--- config.mk ---
export PLATFORM = sky130hd
export DESIGN_NAME = tsmon_ctrl
export DESIGN_NICKNAME = d
export VERILOG_FILES = /design/src/rtl/tsmon_pkg.sv /design/src/rtl/tsmon_sampler.sv /design/src/rtl/tsmon_chan.sv /design/src/rtl/tsmon_ctrl.sv
export SDC_FILE = /design/constraint.sdc
export NUM_CORES = 1
export LEC_CHECK = 0
export BUFFER_PORTS_ARGS = -buffer_cell sky130_fd_sc_hd__buf_4
export CAP_MARGIN = 10
export CORE_MARGIN = 1.5
export CORE_UTILIZATION = 55
export CTS_BUF_LIST = sky130_fd_sc_hd__clkbuf_16
export DETAILED_ROUTE_END_ITERATION = 8
export GPL_ROUTABILITY_DRIVEN = 1
export HOLD_SLACK_MARGIN = 0.06
export PLACE_DENSITY = 0.72
export SYNTH_ARGS = -nofsm -noshare
export SYNTH_HDL_FRONTEND = slang
export SYNTH_SLANG_ARGS = --single-unit
--- constraint.sdc ---
create_clock -name clk -period 4.96 [get_ports clk]
set_clock_uncertainty 0.1 [all_clocks]
set_input_delay 0.248 -clock clk [delete_from_list [all_inputs] [get_ports clk]]
set_output_delay 0.248 -clock clk [all_outputs]
set_load 0.01 [all_outputs]
--- src/rtl/tsmon_pkg.sv ---
package tsmon_pkg;

    localparam int CODE_W = 10;
    localparam logic [CODE_W-1:0] CODE_OFF = '1;

    // register byte offsets
    localparam logic [7:0] A_CTRL  = 8'h04;
    localparam logic [7:0] A_IRQEN = 8'h08;
    localparam logic [7:0] A_PEND  = 8'h0C;
    localparam logic [7:0] A_DATA  = 8'h20;
    localparam logic [7:0] A_ALRM  = 8'h30;
    localparam logic [7:0] A_SHUT  = 8'h40;
    localparam logic [7:0] A_PNORM = 8'h50;
    localparam logic [7:0] A_PHOT  = 8'h54;
    localparam logic [7:0] A_DALRM = 8'h60;
    localparam logic [7:0] A_DSHUT = 8'h64;

    // control word bit positions
    localparam int B_EN   = 0;
    localparam int B_INV  = 1;
    localparam int B_SHEN = 4;
    localparam int B_POL  = 8;
    localparam int B_DEST = 12;

    typedef struct packed {
        logic en;
        logic inv;
        logic pol_hi;
        logic dest_pin;
    } ctrl_t;

    typedef enum logic {
        S_WAIT = 1'b0,
        S_CONV = 1'b1
    } smp_state_e;

    // (1024 - q) mod 1024 is the two's complement of a 10-bit code
    function automatic logic [CODE_W-1:0] cond_code(input logic [CODE_W-1:0] q,
                                                   input logic inv);
        return inv ? (~q + 1'b1) : q;
    endfunction

    function automatic logic over_lim(input logic [CODE_W-1:0] v,
                                      input logic [CODE_W-1:0] lim);
        return (lim != CODE_OFF) && (v >= lim);
    endfunction

endpackage

--- src/rtl/tsmon_sampler.sv ---
module tsmon_sampler
    import tsmon_pkg::*;
#(
    parameter int NUM_CH = 2,
    parameter int CH_W   = 1,
    parameter int PER_W  = 16
) (
    input  logic              clk,
    input  logic              rst,
    input  logic              en,
    input  logic              hot,
    input  logic [PER_W-1:0]  per_norm,
    input  logic [PER_W-1:0]  per_hot,
    output logic              conv_req,
    output logic [CH_W-1:0]   conv_chan,
    input  logic              conv_done,
    output logic              smp_vld
);
    localparam logic [CH_W-1:0] LAST_CH = CH_W'(NUM_CH - 1);

    smp_state_e        state_q;
    logic [PER_W-1:0]  timer_q;
    logic [CH_W-1:0]   chan_q;
    logic [PER_W-1:0]  limit;
    logic              fire;

    assign limit = hot ? per_hot : per_norm;
    // a period of 0 behaves as 1
    assign fire  = ({1'b0, timer_q} + 1'b1) >= {1'b0, limit};

    always_ff @(posedge clk) begin
        if (rst || !en) begin
            state_q <= S_WAIT;
            timer_q <= '0;
            chan_q  <= '0;
        end else begin
            case (state_q)
                S_WAIT: begin
                    if (fire) begin
                        state_q <= S_CONV;
                        timer_q <= '0;
                        chan_q  <= '0;
                    end else begin
                        timer_q <= timer_q + 1'b1;
                    end
                end
                S_CONV: begin
                    if (conv_done) begin
                        if (chan_q == LAST_CH) begin
                            state_q <= S_WAIT;
                        end else begin
                            chan_q <= chan_q + 1'b1;
                        end
                    end
                end
                default: state_q <= S_WAIT;
            endcase
        end
    end

    assign conv_req  = (state_q == S_CONV) && en;
    assign conv_chan = chan_q;
    assign smp_vld   = conv_req && conv_done;

endmodule

--- src/rtl/tsmon_chan.sv ---
module tsmon_chan
    import tsmon_pkg::*;
#(
    parameter int DEB_W = 8
) (
    input  logic              clk,
    input  logic              rst,
    input  logic              smp_vld,
    input  logic [CODE_W-1:0] raw,
    input  logic              inv,
    input  logic [CODE_W-1:0] alm_lim,
    input  logic [CODE_W-1:0] sht_lim,
    input  logic              sht_arm,
    input  logic [DEB_W-1:0]  alm_deb,
    input  logic [DEB_W-1:0]  sht_deb,
    output logic [CODE_W-1:0] value,
    output logic              alm_hit,
    output logic              sht_hit,
    output logic              hot
);
    logic [CODE_W-1:0] val_now;
    logic [DEB_W-1:0]  alm_run_q, sht_run_q, alm_run_d, sht_run_d;
    logic              alm_over, sht_over;

    assign val_now  = cond_code(raw, inv);
    assign alm_over = over_lim(val_now, alm_lim);
    assign sht_over = sht_arm && over_lim(val_now, sht_lim);

    always_comb begin
        alm_run_d = '0;
        sht_run_d = '0;
        if (alm_over) alm_run_d = (alm_run_q == '1) ? alm_run_q : alm_run_q + 1'b1;
        if (sht_over) sht_run_d = (sht_run_q == '1) ? sht_run_q : sht_run_q + 1'b1;
    end

    assign alm_hit = smp_vld && alm_over && (alm_run_d >= alm_deb);
    assign sht_hit = smp_vld && sht_over && (sht_run_d >= sht_deb);

    always_ff @(posedge clk) begin
        if (rst) begin
            value     <= '0;
            alm_run_q <= '0;
            sht_run_q <= '0;
        end else if (smp_vld) begin
            value     <= val_now;
            alm_run_q <= alm_run_d;
            sht_run_q <= sht_run_d;
        end
    end

    assign hot = over_lim(value, alm_lim);

endmodule

--- src/rtl/tsmon_ctrl.sv ---
module tsmon_ctrl
    import tsmon_pkg::*;
#(
    parameter int NUM_CH   = 2,
    parameter int CH_W     = (NUM_CH > 1) ? $clog2(NUM_CH) : 1,
    parameter int PER_W    = 16,
    parameter int DEB_W    = 8,
    parameter int NORM_RST = 250,
    parameter int HOT_RST  = 50,
    parameter int DEB_RST  = 4
) (
    input  logic              clk,
    input  logic              rst,
    input  logic              reg_we,
    input  logic [7:0]        reg_addr,
    input  logic [31:0]       reg_wdata,
    output logic [31:0]       reg_rdata,
    output logic              conv_req,
    output logic [CH_W-1:0]   conv_chan,
    input  logic              conv_done,
    input  logic [CODE_W-1:0] conv_code,
    output logic              irq,
    output logic              shut_rcu,
    output logic              shut_pin
);
    ctrl_t              ctrl_q;
    logic [NUM_CH-1:0]  sht_arm_q, irq_en_q, pend_q;
    logic [CODE_W-1:0]  alm_lim_q [NUM_CH];
    logic [CODE_W-1:0]  sht_lim_q [NUM_CH];
    logic [CODE_W-1:0]  value     [NUM_CH];
    logic [PER_W-1:0]   per_norm_q, per_hot_q;
    logic [DEB_W-1:0]   alm_deb_q, sht_deb_q;
    logic [NUM_CH-1:0]  alm_hit, sht_hit, ch_hot;
    logic               smp_vld, shut_q, auto_en;
    logic               wdata_unused;

    assign auto_en      = ctrl_q.en;
    assign wdata_unused = ^reg_wdata[31:PER_W];

    // register writes
    always_ff @(posedge clk) begin
        if (rst) begin
            ctrl_q     <= '0;
            sht_arm_q  <= '0;
            irq_en_q   <= '0;
            per_norm_q <= PER_W'(NORM_RST);
            per_hot_q  <= PER_W'(HOT_RST);
            alm_deb_q  <= DEB_W'(DEB_RST);
            sht_deb_q  <= DEB_W'(DEB_RST);
            for (int i = 0; i < NUM_CH; i++) begin
                alm_lim_q[i] <= CODE_OFF;
                sht_lim_q[i] <= CODE_OFF;
            end
        end else if (reg_we) begin
            if (reg_addr == A_CTRL) begin
                ctrl_q.en       <= reg_wdata[B_EN];
                ctrl_q.inv      <= reg_wdata[B_INV];
                ctrl_q.pol_hi   <= reg_wdata[B_POL];
                ctrl_q.dest_pin <= reg_wdata[B_DEST];
                sht_arm_q       <= reg_wdata[B_SHEN +: NUM_CH];
            end
            if (reg_addr == A_IRQEN) irq_en_q   <= reg_wdata[NUM_CH-1:0];
            if (reg_addr == A_PNORM) per_norm_q <= reg_wdata[PER_W-1:0];
            if (reg_addr == A_PHOT)  per_hot_q  <= reg_wdata[PER_W-1:0];
            if (reg_addr == A_DALRM) alm_deb_q  <= reg_wdata[DEB_W-1:0];
            if (reg_addr == A_DSHUT) sht_deb_q  <= reg_wdata[DEB_W-1:0];
            for (int i = 0; i < NUM_CH; i++) begin
                if (reg_addr == A_ALRM + 8'(4 * i)) alm_lim_q[i] <= reg_wdata[CODE_W-1:0];
                if (reg_addr == A_SHUT + 8'(4 * i)) sht_lim_q[i] <= reg_wdata[CODE_W-1:0];
            end
        end
    end

    // pending bits: a new hit wins over a clearing write
    always_ff @(posedge clk) begin
        if (rst) begin
            pend_q <= '0;
        end else begin
            for (int i = 0; i < NUM_CH; i++) begin
                if (alm_hit[i])
                    pend_q[i] <= 1'b1;
                else if (reg_we && reg_addr == A_PEND && reg_wdata[i])
                    pend_q[i] <= 1'b0;
            end
        end
    end

    // latched shutdown request
    always_ff @(posedge clk) begin
        if (rst || !ctrl_q.en) shut_q <= 1'b0;
        else if (|sht_hit)     shut_q <= 1'b1;
    end

    // register reads
    always_comb begin
        reg_rdata = '0;
        case (reg_addr)
            A_CTRL: begin
                reg_rdata[B_EN]               = ctrl_q.en;
                reg_rdata[B_INV]              = ctrl_q.inv;
                reg_rdata[B_POL]              = ctrl_q.pol_hi;
                reg_rdata[B_DEST]             = ctrl_q.dest_pin;
                reg_rdata[B_SHEN +: NUM_CH]   = sht_arm_q;
            end
            A_IRQEN: reg_rdata[NUM_CH-1:0] = irq_en_q;
            A_PEND:  reg_rdata[NUM_CH-1:0] = pend_q;
            A_PNORM: reg_rdata[PER_W-1:0]  = per_norm_q;
            A_PHOT:  reg_rdata[PER_W-1:0]  = per_hot_q;
            A_DALRM: reg_rdata[DEB_W-1:0]  = alm_deb_q;
            A_DSHUT: reg_rdata[DEB_W-1:0]  = sht_deb_q;
            default: begin
                for (int i = 0; i < NUM_CH; i++) begin
                    if (reg_addr == A_DATA + 8'(4 * i)) reg_rdata[CODE_W-1:0] = value[i];
                    if (reg_addr == A_ALRM + 8'(4 * i)) reg_rdata[CODE_W-1:0] = alm_lim_q[i];
                    if (reg_addr == A_SHUT + 8'(4 * i)) reg_rdata[CODE_W-1:0] = sht_lim_q[i];
                end
            end
        endcase
    end

    tsmon_sampler #(
        .NUM_CH (NUM_CH),
        .CH_W   (CH_W),
        .PER_W  (PER_W)
    ) u_smp (
        .clk       (clk),
        .rst       (rst),
        .en        (ctrl_q.en),
        .hot       (|ch_hot),
        .per_norm  (per_norm_q),
        .per_hot   (per_hot_q),
        .conv_req  (conv_req),
        .conv_chan (conv_chan),
        .conv_done (conv_done),
        .smp_vld   (smp_vld)
    );

    for (genvar g = 0; g < NUM_CH; g++) begin : g_ch
        tsmon_chan #(
            .DEB_W (DEB_W)
        ) u_ch (
            .clk     (clk),
            .rst     (rst),
            .smp_vld (smp_vld && (conv_chan == CH_W'(g))),
            .raw     (conv_code),
            .inv     (ctrl_q.inv),
            .alm_lim (alm_lim_q[g]),
            .sht_lim (sht_lim_q[g]),
            .sht_arm (sht_arm_q[g]),
            .alm_deb (alm_deb_q),
            .sht_deb (sht_deb_q),
            .value   (value[g]),
            .alm_hit (alm_hit[g]),
            .sht_hit (sht_hit[g]),
            .hot     (ch_hot[g])
        );
    end

    assign irq      = |(pend_q & irq_en_q);
    assign shut_rcu = shut_q && !ctrl_q.dest_pin;
    assign shut_pin = (shut_q && ctrl_q.dest_pin) ? ctrl_q.pol_hi : !ctrl_q.pol_hi;

endmodule

; ---- Word level (Yosys, flattened, before mapping)
; Memory sizes are Yosys's and may differ from the RTL's.
; Index checks and enable logic that the tools add are counted.
[classes]
addsub = 8
order_cmp = 11
eq_ne = 23
n_mux = 61
bitwise = 8
reduce_logical = 45
[op_table]
columns = operator, count
row1 = 10-bit 2-to-1 mux, 11
row2 = 8-bit 2-to-1 mux, 8
row3 = 10-bit >= comparator, 6
row4 = 8-bit by 7-bit == test with 1-bit output (second input constant), 6
row5 = 10-bit inequality test (second input constant), 4
row6 = 8-bit by 1-bit adder with 8-bit output (second input constant), 4
row7 = 8-bit by 6-bit == test with 1-bit output (second input constant), 4
row8 = 8-bit == test (second input constant), 4
row9 = 8-bit >= comparator, 4
row10 = 16-bit 2-to-1 mux, 2
row11 = 1-bit 2-to-1 mux, 29
row12 = 1-bit logical AND, 25
row13 = 2-bit case mux with 5 select lines, 2
row14 = 16-bit by 1-bit adder with 17-bit output (second input constant), 1
row15 = 17-bit by 16-bit >= comparator with 1-bit output, 1
row16 = 16-bit by 1-bit adder with 16-bit output (second input constant), 1
row17 = 8-bit by 4-bit == test with 1-bit output (second input constant), 2
row18 = 2-bit case mux with 7 select lines, 1
row19 = 2-bit AND reduction, 7
row20 = 2-bit case mux with 6 select lines, 1
row21 = 10-bit by 1-bit adder with 10-bit output (second input constant), 1
row22 = 10-bit inverter, 1
row23 = 8-bit by 3-bit == test with 1-bit output (second input constant), 1
row24 = 2-bit OR reduction, 4
row25 = other kinds (17), 26
[word_totals]
regBits = 129
mem_bits_rw = 40
inputBits = 54
word_cells = 180
n_memories = 2
[mem_list]
columns = memory, depth, word_bits, read_ports, rd_clocked_by_memory_dff, wr, line
row1 = alm_lim_q, 2, 10, 2, 0, 2, tsmon_ctrl.sv:28  ; logic [CODE_W-1:0] alm_lim_q [NUM_CH];
row2 = sht_lim_q, 2, 10, 2, 0, 2, tsmon_ctrl.sv:29  ; logic [CODE_W-1:0] sht_lim_q [NUM_CH];

; ---- Depth between registers and ports, before layout
[depth]
word_depth = 10
ltp_mapped = 21
mapped_depth_nobuf = 20

; ---- Modules after synthesis
; From an unflattened synthesis, not the netlist that was laid out.
[hier_totals]
hier_cells = 1424
area_unflattened_um2 = 12104.1
[modules_own_cells]
columns = module, n_inst, cells_each, area_each_um2, seq_area_each_um2
row1 = tsmon_chan, 2, 354, 2733.9, 520.5
row2 = tsmon_ctrl, 1, 508, 5066.1, 2382.3
row3 = tsmon_sampler, 1, 208, 1570.3, 360.3

; ---- Worst setup path before layout
; Ideal clock, no wire load.
[synth_timing]
path_kind = input port to flip-flop
start = input conv_code[0]
end = register shut_q
setup_time_ns = 0.118
arrival_time_ns = 3.904
path_slack_ns = 0.838
stages = 16
path_buffers = 1
path_cell_list = or4_1 -> or4_4 -> o31ai_4 -> xnor2_1 -> ha_1 -> a2111o_1 -> o311ai_2 -> buf_2 -> a21o_1 -> ha_1 -> nand2b_1 -> a21oi_1 -> nor2b_1 -> o2111ai_1 -> a31oi_1 -> o2bb2ai_1
[synth_via]
elab_chain_len = 10
[synth_rtl]
columns = element, line
row1 = from (decl), tsmon_ctrl.sv:21  ; input logic [CODE_W-1:0] conv_code,
row2 = 10-bit inverter (*), tsmon_pkg.sv:40  ; return inv ? (~q + 1'b1) : q;
row3 = 10-bit by 1-bit adder with 10-bit output (*), tsmon_pkg.sv:40
row4 = 10-bit 2-to-1 mux (*), tsmon_pkg.sv:40
row5 = named net g_ch[0].u_ch.val_now[9], tsmon_chan.sv:21  ; logic [CODE_W-1:0] val_now;
row6 = 10-bit >= comparator, tsmon_pkg.sv:45  ; return (lim != CODE_OFF) && (v >= lim);
row7 = 1-bit logical AND, tsmon_pkg.sv:45
row8 = 1-bit logical AND, tsmon_chan.sv:27  ; assign sht_over = sht_arm && over_lim(val_now, sht_lim);
row9 = 8-bit 2-to-1 mux, tsmon_chan.sv:33  ; if (sht_over) sht_run_d = (sht_run_q == '1) ? sht_run_q : sht_run_q + 1'b1;
row10 = 8-bit >= comparator, tsmon_chan.sv:37  ; assign sht_hit = smp_vld && sht_over && (sht_run_d >= sht_deb);
row11 = 1-bit logical AND, tsmon_chan.sv:37
row12 = 2-bit OR reduction (*), tsmon_ctrl.sv:91  ; else if (|sht_hit) shut_q <= 1'b1;
row13 = to (signal assigned), tsmon_ctrl.sv:90  ; if (rst || !ctrl_q.en) shut_q <= 1'b0;
row14 = to (signal assigned), tsmon_ctrl.sv:91
row15 = to (decl), tsmon_ctrl.sv:34  ; logic smp_vld, shut_q, auto_en;
; Mark *: on every way through the listed nets, which the timed path passes. The rest lies on a longest branch.
; A chain may end at the register's enable or synchronous reset.

==> impl_metrics.tcl <==
set metrics [dict create \
    status "finished clean" \
    r2r_start "alm_lim_q[0][2]" \
    synth-main-ff-cell "dfxtp_1" \
    grt_pass1_vias 9605 \
    rsz0062_at_grt "no" \
    gp_congestion 0.9767 \
    yosys-top-cells-area "dfxtp_1 (23%), ha_1 (13%), edfxtp_1 (11%)" \
    p_switching_mw 0.8273 \
    grt_use_total 0.3056 \
    gr-total-overflow 0 \
    swShare 0.2737 \
    synth_most_common_cell "nand2_1" \
    dp_hpwl_mm 23.95 \
    startpoint "alm_lim_q[0][2]" \
    tightest_slew_ps 1216 \
    synth_top_area_frac 0.2279 \
    die_area_mm2 0.02148 \
    p_seq_frac 0.478 \
    clkTransAtPathRegs_ps 70 \
    fin_area_mm2 0.01268 \
    wl_mm 32.59 \
    met1_length_mm 13.42 \
    drtPass1Iterations 7 \
    highest_layer "met4" \
    placed_area_mm2 0.01189 \
    vias 10500 \
    num_antenna_cells 0 \
    core_area_mm2 0.02023 \
    synth_common_cells "nand2_1 (166), dfxtp_1 (129), ha_1 (114)" \
    cts_tree "done" \
    cp-end-kind "register" \
    synth_top_cell_by_area "dfxtp_1" \
    synth_edf_count 40 \
    drive_above_1_share 0.1088 \
    slew_headroom 0.1840 \
    die_width_um 146.6 \
    r2r_end "u_smp.timer_q[8]" \
    drt_iter0_drc 893 \
    start_util 0.5601 \
    ios 91 \
    area_delta_synth_final_pct 11.87 \
    crit_type "register to register" \
    p_leak_nw 4.997 \
    final_nets 1570 \
    clock-sinks 169 \
    cts.path.max_buffers 2 \
    drtAntennaViolNets 0 \
    synthDistinctLibCells 78 \
    die_y_um 146.6 \
    via_per_inst 6.231 \
    setup_viol 0 \
    hold_viol_final 0 \
    pwr-share-clk 0.431 \
    async_flop_share 0 \
    grt_max_degree 74 \
    fmax_mhz 211.5 \
    min-delay-path-class "input pin to register" \
    grt_pass1_wl_mm 51.38 \
    total_power_mw 3.023 \
    min_period_ps 4728 \
    ys_ff_latch 169 \
    critical_path_arrival_ps 5010 \
    cp-start-kind "register" \
    netlist_area_mm2 0.01133 \
    drc 0 \
    wl_per_cell_um 19.34 \
    htreeDepth 4 \
    wl_met2_mm 15.92 \
    io_buffers 58 \
    intPower_mw 2.196 \
    cp.required_ps 5240 \
    dr_wl_met3_mm 2.124 \
    rows 52 \
    crit_fanout 13 \
    max_cap_viol_count 0 \
    regToRegSetupSlack_ps 230 \
    insertion_delay_ps 440 \
    finalCritPeriodShare 0.9532 \
    avgSynthCellArea_um2 8.370 \
    cts_inserted_buffers 17 \
    syn-instance-count 1354 \
    ys_seq_area_frac 0.3338 \
    p_per_area_mw_per_mm2 238.4 \
    slew_viol_final 0 \
    fillers 1778 \
    tns_ps 0 \
    pwr-share-comb 0.091 \
    crit_end "u_smp.timer_q[8]" \
    cts-root-buf "clkbuf_16" \
    yosys_warnings 0 \
    ir_drop_mv 0.2171 \
    whs_path_depth 2 \
    reg2reg_depth 16 \
    antenna_found_initial 1 \
]
[critical path, cell delays in order (launching register included)]
cell       delay [ps]
edfxtp_1          390
inv_1             100
ha_1              270
o21ai_0            70
o21ai_0           190
o2111a_1          250
a2111oi_1          70
o22ai_2           880
buf_4             300
mux2i_1           240
ha_1              280
a21o_1            190
a21oi_1           150
o211a_1           260
a21bo_2           300
nor4_4            390
a22o_1            230
[repair_timing]
item | CTS | global route
hold buffers | 18 | 0
gates resized for setup | 0 | 5
buffers inserted | 0 | 2
endpoints found under the hold margin | 64 | 0
endpoints found under the setup margin | 0 | 2
[cell type report]
cell class	instances	area [um^2]	share of cell area
Clock inverter	15	148.9	0.01174
Tap cell	270	337.8	0.02665
Inverter	71	266.5	0.02102
Multi-Input combinational cell	1045	6935	0.5470
Clock buffer	17	425.4	0.03355
Timing Repair Buffer	98	780.7	0.06158
Sequential cell	169	3784	0.2984
[cell families after synthesis]
group           Yosys count  synth area share
fa+ha+maj               114            0.1259
other cells               1         0.0003309
buf+inv                 155           0.06138
mux                      28           0.02484
flops                   169            0.3338
xor+xnor                 30           0.02318
simple gates            516            0.2211
compound gates          341            0.2094
[power by group through the flow]
stage / sequential (mW) / combinational, mW / clock, mW
global placement: 1.48 / 0.247 / 0
detailed placement: 1.48 / 0.252 / 0
CTS: 1.44 / 0.265 / 1.32
floorplan: 1.47 / 0.162 / 0
finish: 1.44 / 0.276 / 1.30
global route: 1.45 / 0.302 / 1.38
[layout by cell type, fill, tap and decap left out, types with 5 or more instances in the layout]
cell | Yosys | layout
a31o_2 | 6 | 6
o31ai_1 | 7 | 7
xnor2_1 | 17 | 16
dfxtp_1 | 129 | 129
o41ai_1 | 5 | 5
edfxtp_1 | 40 | 40
nor3_1 | 31 | 30
a22oi_1 | 18 | 18
o21ai_0 | 37 | 36
conb_1 | 1 | 16
ha_1 | 114 | 114
nand2b_1 | 9 | 9
nor2b_1 | 8 | 8
clkbuf_16 | 0 | 17
nor2_1 | 104 | 103
a211oi_1 | 33 | 33
a31oi_1 | 12 | 12
nand2_1 | 166 | 166
o21a_1 | 19 | 19
or2_2 | 20 | 20
or3_1 | 9 | 9
inv_1 | 71 | 71
xor2_1 | 13 | 13
nand3_1 | 74 | 74
or4_1 | 9 | 9
mux2i_1 | 27 | 27
and3_1 | 23 | 23
a21oi_1 | 101 | 100
and2_1 | 8 | 8
inv_8 | 0 | 6
nor3b_1 | 6 | 6
a222oi_1 | 18 | 18
a22o_1 | 12 | 12
nand4_1 | 28 | 28
dlygate4sd3_1 | 0 | 18
buf_4 | 16 | 80
a21o_1 | 19 | 19
o211ai_1 | 8 | 8
[worst min path at each step]
| stage | from | to |
|---|---|---|
| 2_1_floorplan | reg_wdata[4] | per_hot_q[4] |
| 3_3_place_gp | per_norm_q[0] | per_norm_q[0] |
| 3_5_place_dp | per_norm_q[8] | per_norm_q[8] |
| 4_1_cts | rst | g_ch[1].u_ch.sht_run_q[1] |
| 5_1_grt | rst | g_ch[1].u_ch.sht_run_q[1] |
| 6_report | rst | g_ch[1].u_ch.sht_run_q[1] |
[routing by layer]
| layer | up-vias | global-route usage |
|---|---|---|
| met5 | - | 0 |
| met4 | 0 | 0.1207 |
| met3 | 83 | 0.04156 |
| met2 | 401 | 0.5194 |
| met1 | 4960 | 0.3927 |
| li1 | 5055 | - |
[state kept, by name, indices dropped and copies added, names as in the netlist, 16 cells and up]
register / flops
alm_lim_q: 20
g_ch.u_ch.value: 20
sht_lim_q: 20
g_ch.u_ch.alm_run_q: 16
g_ch.u_ch.sht_run_q: 16
per_hot_q: 16
per_norm_q: 16
u_smp.timer_q: 16
[through the flow]
step	hold slack [ps]	util	setup WS, ps	std cells
floorplan	272.0	-	838.5	1369
global placement	355.4	0.5876	332.7	1633
detailed placement	362.2	0.5876	291.5	1633
CTS	92.06	0.6248	174.4	1683
global route	100.4	0.6266	2.583	1685
finish	89.86	0.6266	231.9	1685
(Power assumes the default switching activity.)
